**src/rtl/pg_supervisor.sv**
```systemverilog
module pg_supervisor #(
  parameter int FILT_CYC = 16,
  parameter int EN_CYC   = 64,
  parameter int RST_CYC  = 1024,
  parameter int SS_CYC   = 4096
) (
  input  logic clk,
  input  logic rst,
  input  logic en,
  input  logic uv_below,
  input  logic uv_above_hys,
  input  logic ov_above,
  input  logic ov_below_hys,
  input  logic tsd_set,
  input  logic tsd_clr,
  input  logic vcc_low,
  input  logic vcc_high,
  input  logic ss_start,
  input  logic ss_done,
  output logic pg,
  output logic ov_shutdown,
  output logic sw_pulldown
);
  localparam int FW = $clog2(FILT_CYC + 1);
  localparam int EW = $clog2(EN_CYC + 1);
  localparam int RW = $clog2(RST_CYC + 1);
  localparam int SW = $clog2(SS_CYC + 1);

  logic [1:0] flt;
  logic [1:0] enter_f, leave_f;
  logic       en_flt, tsd_flt, vcc_flt, any_flt;
  logic       rel, ss_lock;
  logic [EW-1:0] en_cnt;
  logic [RW-1:0] rel_cnt;
  logic [SW-1:0] ss_cnt;

  assign enter_f = {ov_above, uv_below};
  assign leave_f = {ov_below_hys, uv_above_hys};

  for (genvar i = 0; i < 2; i++) begin : g_filt
    logic [FW-1:0] cnt;
    logic          q;
    assign q = flt[i] ? leave_f[i] : enter_f[i];
    always_ff @(posedge clk) begin
      if (rst) begin
        flt[i] <= 1'b0;
        cnt    <= '0;
      end else if (!q) begin
        cnt <= '0;
      end else if (cnt == FW'(FILT_CYC - 1)) begin
        flt[i] <= ~flt[i];
        cnt    <= '0;
      end else begin
        cnt <= cnt + 1'b1;
      end
    end
  end

  always_ff @(posedge clk) begin
    if (rst || !en) begin
      en_flt <= 1'b1;
      en_cnt <= '0;
    end else if (en_flt) begin
      if (en_cnt == EW'(EN_CYC - 1)) begin
        en_flt <= 1'b0;
        en_cnt <= '0;
      end else begin
        en_cnt <= en_cnt + 1'b1;
      end
    end
  end

  always_ff @(posedge clk) begin
    if (rst) begin
      tsd_flt <= 1'b0;
      vcc_flt <= 1'b0;
    end else begin
      if (tsd_set)      tsd_flt <= 1'b1;
      else if (tsd_clr) tsd_flt <= 1'b0;
      if (vcc_low)       vcc_flt <= 1'b1;
      else if (vcc_high) vcc_flt <= 1'b0;
    end
  end

  assign any_flt = |flt | en_flt | tsd_flt | vcc_flt;

  always_ff @(posedge clk) begin
    if (rst || any_flt) begin
      rel     <= 1'b0;
      rel_cnt <= '0;
    end else if (!rel) begin
      if (rel_cnt == RW'(RST_CYC - 1)) begin
        rel     <= 1'b1;
        rel_cnt <= '0;
      end else begin
        rel_cnt <= rel_cnt + 1'b1;
      end
    end
  end

  always_ff @(posedge clk) begin
    if (rst || ss_start) begin
      ss_lock <= 1'b1;
      ss_cnt  <= '0;
    end else if (ss_lock) begin
      if (ss_done || ss_cnt == SW'(SS_CYC - 1)) begin
        ss_lock <= 1'b0;
        ss_cnt  <= '0;
      end else begin
        ss_cnt <= ss_cnt + 1'b1;
      end
    end
  end

  assign pg          = rel & ~ss_lock & ~any_flt;
  assign ov_shutdown = flt[1];
  assign sw_pulldown = flt[1];

  assert_uv_needs_flag_R1: assert property (@(posedge clk) disable iff (rst)
    $rose(flt[0]) |-> $past(uv_below));

  assert_ov_needs_flag_R3: assert property (@(posedge clk) disable iff (rst)
    $rose(ov_shutdown) |-> $past(ov_above));

  assert_release_waits_R4: assert property (@(posedge clk) disable iff (rst)
    pg |-> !$past(any_flt));

  assert_disable_drops_pg_R5: assert property (@(posedge clk) disable iff (rst)
    !en |=> !pg);

  assert_thermal_holds_R6: assert property (@(posedge clk) disable iff (rst)
    tsd_flt && !tsd_clr |=> tsd_flt);

  assert_vcc_holds_R7: assert property (@(posedge clk) disable iff (rst)
    vcc_flt && !vcc_high |=> vcc_flt);
endmodule

```
**config.mk**
```make
export PLATFORM = sky130hd
export DESIGN_NAME = pg_supervisor
export DESIGN_NICKNAME = d
export VERILOG_FILES = /design/src/rtl/pg_supervisor.sv
export SDC_FILE = /design/constraint.sdc
export NUM_CORES = 1
export LEC_CHECK = 0
export ABC_AREA = 1
export BUFFER_PORTS_ARGS = -buffer_cell sky130_fd_sc_hd__buf_2
export CAP_MARGIN = 30
export CELL_PAD_IN_SITES_DETAIL_PLACEMENT = 1
export CELL_PAD_IN_SITES_GLOBAL_PLACEMENT = 2
export CORE_UTILIZATION = 37
export CTS_CLUSTER_DIAMETER = 50
export DETAILED_ROUTE_END_ITERATION = 10
export PLACE_DENSITY_LB_ADDON = 0.1
export REMOVE_ABC_BUFFERS = 1
export SYNTH_ARGS = -nofsm -noshare
export SYNTH_HDL_FRONTEND = slang
export SYNTH_SLANG_ARGS = --single-unit
```
**constraint.sdc**
```tcl
create_clock -name clk -period 2.8 [get_ports clk]
set_input_delay 0.84 -clock clk [delete_from_list [all_inputs] [get_ports clk]]
set_output_delay 0.84 -clock clk [all_outputs]
set_load 0.03 [all_outputs]
```
==> impl_metrics.py, run 1 <==
metrics = {
    "global_routing": {
        "use_met3": 0.03793,
        "overflow": 0,
        "use_met2": 0.2931,
        "track_usage": 0.1692,
        "gr-usage-met1": 0.2126,
        "grt-busiest-layer": "met2",
        "grt_pass1_vias": 1940,
        "antenna_found_initial": 0,
        "grt_max_degree": 15,
        "grt_pass1_wl_mm": 8.404,
    },
    "detailed_routing": {
        "ant_nets": 0,
        "drtPass1Iterations": 3,
        "routed_wl_mm": 4.705,
        "post_drt_wl_per_cell_um": 12.00,
        "via_per_inst": 4.875,
        "drt_iter0_markers": 44,
        "vias": 1911,
        "drc": 0,
    },
    "floorplan": {
        "ios": 16,
        "die_x_um": 79.21,
        "start_util": 0.3910,
        "rows": 27,
        "die_area_um2": 6274,
        "core-area_um2": 5642,
        "die_h_um": 79.21,
    },
    "sta": {
        "fin_crit_sh": 0.8008,
        "hold_violations": 0,
        "rsz0062_at_grt": "false",
        "post-route-min-period_ns": 2.242,
        "max-slew-margin-rel": 0.7049,
        "fin_skew_ns": 0.007417,
        "tns_ns": 0,
        "worst_slew_pin_slew_ns": 0.4422,
        "setup_viol_count_final": 0,
        "max_freq_mhz": 446.0,
        "slew_viol_final": 0,
    },
    "layout": {
        "final_nets": 339,
        "finalNonFillerCells": 392,
        "mostFrequentLayoutCell": "nand2_1",
        "final_util": 0.4325,
        "final_cell_mix": "nand2_1 (63), nor2_1 (48), dfxtp_1 (48)",
        "area_delta_synth_final_pct": 10.61,
        "drive_above_1_share": 0.1094,
        "fillers": 713,
        "antenna_cells": 0,
    },
    "logic_synthesis": {
        "synth_area_um2": 2206,
        "syn-instance-count": 302,
        "ys_seq_area_frac": 0.4356,
        "ys_types": 27,
        "syn_area_per_cell_um2": 7.304,
        "yosysWarnings": 0,
        "ys_seq_elements": 48,
    },
    "cts": {
        "clk_path_buf_depth": 2,
        "cts_buffers": 5,
        "cts.hold.buffers_added": 0,
        "cts_resized": 0,
        "cts_sinks": 48,
        "cts_setup_buffers": 0,
        "clock-root-buffer": "clkbuf_8",
        "htree_levels": 2,
        "cts_tree": "yes",
        "clk_pin_slew_ns": 0.09,
        "clkLatencyLatePin_ns": 0.30,
    },
    "place": {
        "gp_congestion": 0.7117,
        "port_buffers": 15,
        "hpwlAfterDp_mm": 3.557,
        "placedCellCount": 384,
    },
    "hold_path": {
        "worstHoldPathCells": 1,
        "holdCritPathClass": "reg -> reg",
    },
    "power_and_ir_drop": {
        "p_seq_frac": 0.594,
        "p_int_uw": 903.9,
        "power_density_nw_per_um2": 480.1,
        "total_power_uw": 1171,
        "irDropWorstVdd_mv": 0.2196,
        "sw_frac_of_total": 0.2284,
        "p_clk_frac": 0.366,
        "p_switching_uw": 267.5,
        "p_comb_frac": 0.040,
        "p_leak_uw": 0.0009234,
    },
    "critical_path": {
        "critPathKind": "reg -> out",
        "start_kind": "flip-flop",
        "critPathRequiredTime_ns": 1.96,
        "ff2ff_path_depth": 6,
        "cp.arrival_ns": 1.40,
        "cp-end-kind": "output pin",
        "crit_fanout": 7,
    },
    "flow_run": {
        "drv_cap": 0,
    },
    "run_status": {
        "status": "finished clean",
    },
}
[synth_stat cells, drive strengths merged]
cell type | n | area, µm²
xor2 | 5 | 43.79
ha | 7 | 87.58
a21oi | 28 | 143.9
dfxtp | 48 | 960.9
nand3 | 16 | 80.08
nand2 | 65 | 249.0
a211o | 1 | 8.760
o211ai | 1 | 7.510
nor2 | 54 | 227.7
and3 | 1 | 6.260
clkbuf | 3 | 11.26
inv | 36 | 135.1
nor3 | 8 | 45.04
a311oi | 2 | 17.52
nand4 | 8 | 50.05
xnor2 | 5 | 43.79
o21ai | 8 | 43.79
nor3b | 3 | 22.52
a31o | 1 | 8.760
buf | 2 | 12.51
[registers in the layout, summed over array words and instances (netlist names)]
signal / count
ss_lock: 1
ss_cnt: 13
rel: 1
en_cnt: 7
rel_cnt: 11
en_flt: 1
vcc_flt: 1
flt: 1
g_filt.cnt: 10
tsd_flt: 1
ov_shutdown: 1
[worst max-delay path: stages (launching register included)]
cell and delay (ns):
dfxtp_1 0.37, nor3_1 0.19, nand3_1 0.15, nor3_1 0.17, buf_2 0.23
[layer usage]
| metal | vias to the layer above | routed length (µm) |
|---|---|---|
| li1 | 1005 | - |
| met3 | 5 | 113 |
| met1 | 881 | 2392 |
| met4 | 0 | 44 |
| met5 | - | 0 |
| met2 | 20 | 2156 |
[final cells by class]
cell class,count,area [µm²],share of cell area
repair buffers,15,75.07,0.03077
flip-flops and latches,48,960.9,0.3938
multi-input cells,213,1086,0.4451
clock buffers,6,82.58,0.03385
well taps,72,90.09,0.03692
inverters,36,135.1,0.05538
clock inverters,2,10.01,0.004103
[stage by stage]
stage               hold WS [ns]  setup slack [ns]  area [µm²]
floorplan                 0.4175            0.4327        2182
global placement          0.4292            0.8602        2347
detailed placement        0.4424            0.8597        2347
CTS                       0.4625            0.5237        2440
global route              0.4879            0.3543        2440
finish                    0.4550            0.5579        2440
[worst paths after layout]
check | slack [ns] | start | end
worst min register to register | 0.45 | g_filt[1].cnt[0] | g_filt[1].cnt[0]
worst min-delay path | 0.45 | g_filt[1].cnt[0] | g_filt[1].cnt[0]
worst max-delay path | 0.56 | ov_shutdown | pg
worst max register to register | 1.29 | ss_lock | ss_cnt[6]
[power by group through the flow]
stage | clock [µW] | combinational [µW] | sequential (µW)
floorplan | 0 | 26.8 | 710
global placement | 0 | 47.2 | 711
detailed placement | 0 | 47.7 | 712
CTS | 450 | 47.9 | 696
global route | 477 | 54.5 | 697
finish | 429 | 47.2 | 696
[logic make-up (layout without fill, tap and decap cells)]
kind of cell,Yosys count,after routing,share of synthesized area
and+or+nand+nor,155,155,0.3086
DFF,48,48,0.4356
AOI/OAI and AO/OA,41,41,0.1044
buffers and inverters,41,59,0.07204
xor gates and xnor gates,10,10,0.03970
adders and majority gates,7,7,0.03970
Note: power is estimated with default switching activity, not from simulation.
==> run 2: changes to the inputs <==
--- a/config.mk
+++ b/config.mk
@@ -5,7 +5,7 @@
 export SDC_FILE = /design/constraint.sdc
 export NUM_CORES = 1
 export LEC_CHECK = 0
-export ABC_AREA = 1
+export ABC_AREA = 0
 export BUFFER_PORTS_ARGS = -buffer_cell sky130_fd_sc_hd__buf_2
 export CAP_MARGIN = 30
 export CELL_PAD_IN_SITES_DETAIL_PLACEMENT = 1
==> constraint.sdc (replaced) <==
create_clock -name clk -period 2.2 [get_ports clk]
set_input_delay 0.66 -clock clk [delete_from_list [all_inputs] [get_ports clk]]
set_output_delay 0.66 -clock clk [all_outputs]
set_load 0.03 [all_outputs]
==> run 2 against run 1 <==
  * The run now ends with negative setup slack left
  * Sequential cell count is the same
  * Sequential power grew 27%
  * Non-clock buffer count increased by 6
  * Die area shrank 2.5%
  * Largest power group unchanged
==> impl_metrics.py, run 2 <==
metrics = {
    "run_status": {
        "status": "finished, violations left",
        "violations": "negative setup slack",
    },
    "power_and_ir_drop": {
        "total_power_uw": 1483,
        "irDropWorstVdd_mv": 0.2798,
        "power_density_nw_per_um2": 613.3,
        "p_leak_uw": 0.0009021,
    },
    "sta": {
        "fin_crit_sh": 1.033,
        "hold_violations": 0,
        "worst_slew_pin_slew_ns": 0.5828,
        "setup_viol_count_final": 1,
        "slew_viol_final": 0,
        "rsz0062_at_grt": "true",
        "tns_ns": -0.07288,
        "max-slew-margin-rel": 0.6082,
        "max_freq_mhz": 440.0,
        "fin_skew_ns": 0.009991,
        "setup_ws_ns": -0.07288,
        "post-route-min-period_ns": 2.273,
    },
    "global_routing": {
        "track_usage": 0.1557,
        "grt_pass1_wl_mm": 7.438,
        "grt_max_degree": 17,
        "antenna_found_initial": 0,
        "grt_pass1_vias": 1628,
        "overflow": 0,
    },
    "hold_path": {
        "worstHoldPathCells": 1,
        "holdCritStartpoint": "g_filt[0].cnt[0]",
        "hold_end": "g_filt[0].cnt[0]",
        "holdCritPathClass": "reg -> reg",
    },
    "layout": {
        "top_regs": "ss_cnt: 13 flops, rel_cnt: 11 flops, g_filt.cnt: 10 flops",
        "drive_above_1_share": 0.1468,
        "mostFrequentLayoutCell": "dfxtp_1",
        "largest_register_ffs": 13,
        "antenna_cells": 0,
        "final_cell_mix": "dfxtp_1 (48), nor2_1 (34), buf_2 (14)",
        "final_nets": 271,
        "area_delta_synth_final_pct": 12.58,
        "fillers": 661,
        "largest-register": "ss_cnt",
    },
    "logic_synthesis": {
        "synth_area_um2": 2148,
        "synth_largest_area_cell": "dfxtp_1",
        "syn-instance-count": 230,
        "synth_mux_area_frac": 0.02388,
        "yosys.area_share.simple": 0.2528,
        "ys_seq_elements": 48,
        "yosysWarnings": 0,
        "syn_area_per_cell_um2": 9.340,
        "ys_seq_area_frac": 0.4473,
        "synth_compound_area_frac": 0.1299,
        "ys_top_cells_by_area": "dfxtp_1 (45%), nor2_1 (5.9%), ha_1 (4.1%)",
        "yosysTopAreaCellShare": 0.4473,
        "postSynth.asyncResetShare": 0,
        "synth_flop_cell": "dfxtp_1",
        "synth_top_family_by_area": "simple AND/OR/NAND/NOR gates",
        "synth_fa_ha_area_frac": 0.04077,
        "synth_edf_count": 0,
        "synth_common_cells": "dfxtp_1 (48), nor2_1 (34), nand2_1 (11), xor2_1 (10), inv_1 (8)",
        "synth_xor_area_frac": 0.06931,
        "yosysMostFrequentCell": "dfxtp_1",
        "ys_types": 46,
    },
    "critical_path": {
        "start_kind": "flip-flop",
        "cp-end-kind": "output pin",
        "path_cells": "or4_4, nor4b_4, buf_4",
        "reg2reg_slack_ns": 0.38,
        "cp.arrival_ns": 1.61,
        "ff2ff_path_depth": 3,
        "critPathRequiredTime_ns": 1.54,
        "cp_slowest_cell": "or4_4",
        "crit_fanout": 3,
        "timing.rr.end": "ss_cnt[4]",
        "critPathKind": "reg -> out",
        "cpPeakStageDelay_ns": 0.57,
        "r2r_start": "ss_lock",
    },
    "cts": {
        "cts_buffers": 5,
        "clk_path_buf_depth": 2,
        "cts_sinks": 48,
        "cts_tree": "yes",
        "clock-root-buffer": "clkbuf_8",
        "htree_levels": 2,
        "clk_pin_slew_ns": 0.09,
        "clkLatencyLatePin_ns": 0.31,
    },
    "detailed_routing": {
        "post_drt_wl_per_cell_um": 13.11,
        "routed_wl_mm": 4.247,
        "drtPass1Iterations": 4,
        "via_per_inst": 5.188,
        "drc": 0,
        "ant_nets": 0,
        "drt_iter0_markers": 36,
        "vias": 1681,
    },
    "place": {
        "port_buffers": 15,
        "hpwlAfterDp_mm": 3.228,
        "gp_congestion": 0.7502,
    },
    "floorplan": {
        "core-area_um2": 5540,
        "die_area_um2": 6115,
        "rows": 27,
        "die_x_um": 78.20,
        "start_util": 0.3878,
        "die_h_um": 78.20,
        "ios": 16,
    },
    "flow_run": {
        "drv_cap": 0,
    },
}
[run 2: cell count changes after synthesis, moves of 6 or more]
cell	previous run	this run
a21oi_1	27	7
nand3_1	16	6
nor2_1	48	34
nand2_1	63	11
or3_1	0	6
inv_1	36	8
[run 2: critical path, delay by kind of cell (launching register included)]
family,cells,cell delay [ns]
and+or+nand+nor,2,0.80
DFF,1,0.32
buffers and inverters,1,0.20
[run 2: report_power, final]
| part | internal, µW | total (µW) | switching (µW) |
|---|---|---|---|
| sequential | 878 | 887 | 9.17 |
| combinational | 26.4 | 57.0 | 30.6 |
| clock | 226 | 539 | 313 |
[run 2: kinds of logic (layout without fill, tap and decap cells)]
kind of cell,count (synthesis),count (layout)
xor+xnor,17,17
compound gates,38,38
fa+ha+maj,7,7
flops,48,48
mux,5,5
buf+inv,15,37
simple gates,100,100
[run 2: worst max-delay path by stage]
stage | start | to | slack (ns) | depth (start not counted)
floorplan | ov_shutdown | pg | -0.54 | 2
global placement | ss_done | ss_cnt[4] | 0.13 | 4
detailed placement | ss_done | ss_cnt[4] | 0.1 | 4
CTS | vcc_flt | pg | -0.1 | 3
global route | vcc_flt | pg | -0.16 | 3
finish | vcc_flt | pg | -0.07 | 3
[run 2: repair_timing]
item,CTS,global route
buffers inserted,0,0
hold buffers,0,0
cloned,0,0
setup endpoints to repair,1,1
gates resized for setup,3,0
pin swaps,0,0
[run 2: area by class of cell]
type / count / area, µm² / share of cell area
Multi-Input combinational cell: 167 / 1125 / 0.4651
Timing Repair Buffer: 21 / 122.6 / 0.05070
Clock inverter: 3 / 21.27 / 0.008795
Clock buffer: 5 / 68.82 / 0.02845
Sequential cell: 48 / 960.9 / 0.3973
Inverter: 8 / 30.03 / 0.01242
Tap cell: 72 / 90.09 / 0.03725
[run 2: layer usage]
layer / track usage / vias up / share of wire
met4: 0.05000 / 0 / 0.0059
met2: 0.2526 / 23 / 0.47
li1: - / 864 / -
met5: 0 / - / 0
met1: 0.1973 / 792 / 0.49
met3: 0.04651 / 2 / 0.033
[run 2: stage by stage]
step / setup WS [ns] / hold slack (ns) / area (µm²) / utilization / cells
floorplan: -0.5363 / 0.4175 / 2101 / - / 223
global placement: 0.1300 / 0.4302 / 2311 / 0.4171 / 316
detailed placement: 0.09619 / 0.4382 / 2311 / 0.4171 / 316
CTS: -0.09998 / 0.4570 / 2419 / 0.4365 / 324
global route: -0.1569 / 0.4758 / 2419 / 0.4365 / 324
finish: -0.07288 / 0.4495 / 2419 / 0.4365 / 324
==> run 3: changes to the inputs <==
--- a/config.mk
+++ b/config.mk
@@ -8,12 +8,9 @@
 export ABC_AREA = 0
 export BUFFER_PORTS_ARGS = -buffer_cell sky130_fd_sc_hd__buf_2
 export CAP_MARGIN = 30
-export CELL_PAD_IN_SITES_DETAIL_PLACEMENT = 1
-export CELL_PAD_IN_SITES_GLOBAL_PLACEMENT = 2
-export CORE_UTILIZATION = 37
+export CORE_UTILIZATION = 35
 export CTS_CLUSTER_DIAMETER = 50
 export DETAILED_ROUTE_END_ITERATION = 10
-export PLACE_DENSITY_LB_ADDON = 0.1
 export REMOVE_ABC_BUFFERS = 1
 export SYNTH_ARGS = -nofsm -noshare
 export SYNTH_HDL_FRONTEND = slang
==> run 3 against run 2 <==
  * The flow still finishes with violations (negative setup slack)
  * Core utilization is 2.9 points lower
  * Sequential power hardly changed
  * Maximum frequency hardly changed
  * Clock power is 3.7% higher
  * First-iteration DRC count is 58% higher
  * Critical endpoint unchanged
==> impl_metrics.py, run 3 (synthesis results as in run 2) <==
metrics = {
    "sta": {
        "setup_ws_ns": -0.07232,
        "worst_slew_pin_slew_ns": 0.5620,
        "post-route-min-period_ns": 2.272,
        "max_freq_mhz": 440.1,
        "fin_crit_sh": 1.033,
        "rsz0062_at_grt": "true",
        "fin_skew_ns": 0.009393,
        "hold_violations": 0,
        "setup_viol_count_final": 1,
        "max-slew-margin-rel": 0.6221,
        "slew_viol_final": 0,
    },
    "place": {
        "gp_congestion": 0.7589,
        "placedCellCount": 317,
        "port_buffers": 15,
        "hpwlAfterDp_mm": 2.798,
        "post-place-ws_ns": 0.05269,
    },
    "critical_path": {
        "critical_path_buf_inv_count": 1,
        "cp-end-kind": "output pin",
        "critPathRequiredTime_ns": 1.54,
        "cp.arrival_ns": 1.61,
        "critPathTopFamily": "simple AND/OR/NAND/NOR gates",
        "cpPeakStageDelay_ns": 0.56,
        "path_cells": "or4_4, nor4b_4, buf_4",
        "critPathKind": "reg -> out",
        "cp_slowest_cell": "or4_4",
        "crit_fanout": 3,
        "start_kind": "flip-flop",
    },
    "detailed_routing": {
        "drt_iter0_markers": 57,
        "ant_nets": 0,
        "vias": 1645,
        "drc": 0,
        "routed_wl_mm": 3.791,
        "post_drt_wl_per_cell_um": 11.66,
        "drtPass1Iterations": 4,
        "via_per_inst": 5.062,
    },
    "cts": {
        "clock-root-buffer": "clkbuf_8",
        "cts_tree": "yes",
        "htree_levels": 2,
        "cts.hold.buffers_added": 0,
        "clk_path_buf_depth": 2,
        "cts_sinks": 48,
        "clk_pin_slew_ns": 0.09,
        "cts_buffers": 5,
        "clkLatencyLatePin_ns": 0.30,
    },
    "power_and_ir_drop": {
        "power_density_nw_per_um2": 622.6,
        "irDropWorstVdd_mv": 0.3785,
        "p_leak_uw": 0.0008996,
        "p_clk_frac": 0.372,
        "p_comb_frac": 0.038,
        "p_int_uw": 1162,
        "total_power_uw": 1503,
        "sw_frac_of_total": 0.2268,
        "p_seq_frac": 0.590,
        "p_switching_uw": 340.8,
    },
    "layout": {
        "antenna_cells": 0,
        "mostFrequentLayoutCell": "dfxtp_1",
        "final_cell_mix": "dfxtp_1 (48), nor2_1 (34), buf_2 (14)",
        "finalNonFillerCells": 325,
        "largest-register": "ss_cnt",
        "drive_above_1_share": 0.1400,
        "final_util": 0.4077,
        "top_regs": "ss_cnt: 13 flops, rel_cnt: 11 flops, g_filt.cnt: 10 flops",
        "final_nets": 269,
        "largest_register_ffs": 13,
        "area_delta_synth_final_pct": 12.35,
    },
    "flow_run": {
        "drv_cap": 0,
    },
    "run_status": {
        "status": "finished, violations left",
        "violations": "negative setup slack",
    },
    "floorplan": {
        "rows": 28,
        "ios": 16,
        "core-area_um2": 5921,
        "start_util": 0.3628,
        "die_x_um": 80.35,
        "die_h_um": 80.35,
        "die_area_um2": 6455,
    },
    "global_routing": {
        "track_usage": 0.1296,
        "overflow": 0,
        "antenna_found_initial": 0,
        "grt_max_degree": 16,
        "grt_pass1_wl_mm": 6.458,
        "grt_pass1_vias": 1434,
    },
    "hold_path": {
        "holdCritPathClass": "reg -> reg",
    },
}
## run 3: cell count changes in the layout (fill, tap and decap cells not counted)
cell	change
clkbuf_8	+1
buf_4	-2
clkinvlp_4	-1
## run 3: cell type report
type / count / area (µm²)
timing repair buffer: 19 / 107.6
fill: 591 / 3507
clock inverter: 2 / 13.76
multi-input combinational: 167 / 1125
clock buffer: 6 / 82.58
tap: 75 / 93.84
sequential: 48 / 960.9
inverter: 8 / 30.03
## run 3: final timing paths
kind	from	to	slack, ns	depth (start not counted)
setup / recovery	vcc_flt	pg	-0.07	3
hold / removal	g_filt[1].cnt[0]	g_filt[1].cnt[0]	0.46	1
setup reg to reg	ss_lock	ss_cnt[4]	0.38	3
hold reg to reg	g_filt[1].cnt[0]	g_filt[1].cnt[0]	0.46	1
## run 3: power groups by stage
| stage | clock (µW) | sequential [µW] | combinational, µW |
|---|---|---|---|
| 2_1_floorplan | 0 | 905 | 32.5 |
| 3_3_place_gp | 0 | 907 | 57.3 |
| 3_5_place_dp | 0 | 907 | 57.8 |
| 4_1_cts | 580 | 887 | 57.9 |
| 5_1_grt | 613 | 889 | 66.3 |
| 6_report | 559 | 887 | 57.0 |
## run 3: stage by stage
step,hold slack (ns),area [µm²],TNS [ns]
floorplan,0.4175,2101,-0.5363
global placement,0.4334,2300,0
detailed placement,0.4427,2300,0
CTS,0.4594,2414,-0.09106
global route,0.4950,2414,-0.1383
finish,0.4558,2414,-0.07232
## run 3: what timing repair did
item | CTS | global route
resized for setup | 3 | 0
buffers inserted | 0 | 0
setup endpoints to repair | 1 | 1
## run 3: per-layer routing
| layer | GRT usage | routed length, µm | vias to the layer above |
|---|---|---|---|
| li1 | - | - | 858 |
| met5 | 0 | 0 | - |
| met1 | 0.1699 | 1905 | 754 |
| met2 | 0.1983 | 1647 | 26 |
| met3 | 0.03636 | 178 | 7 |
| met4 | 0.05357 | 60 | 0 |
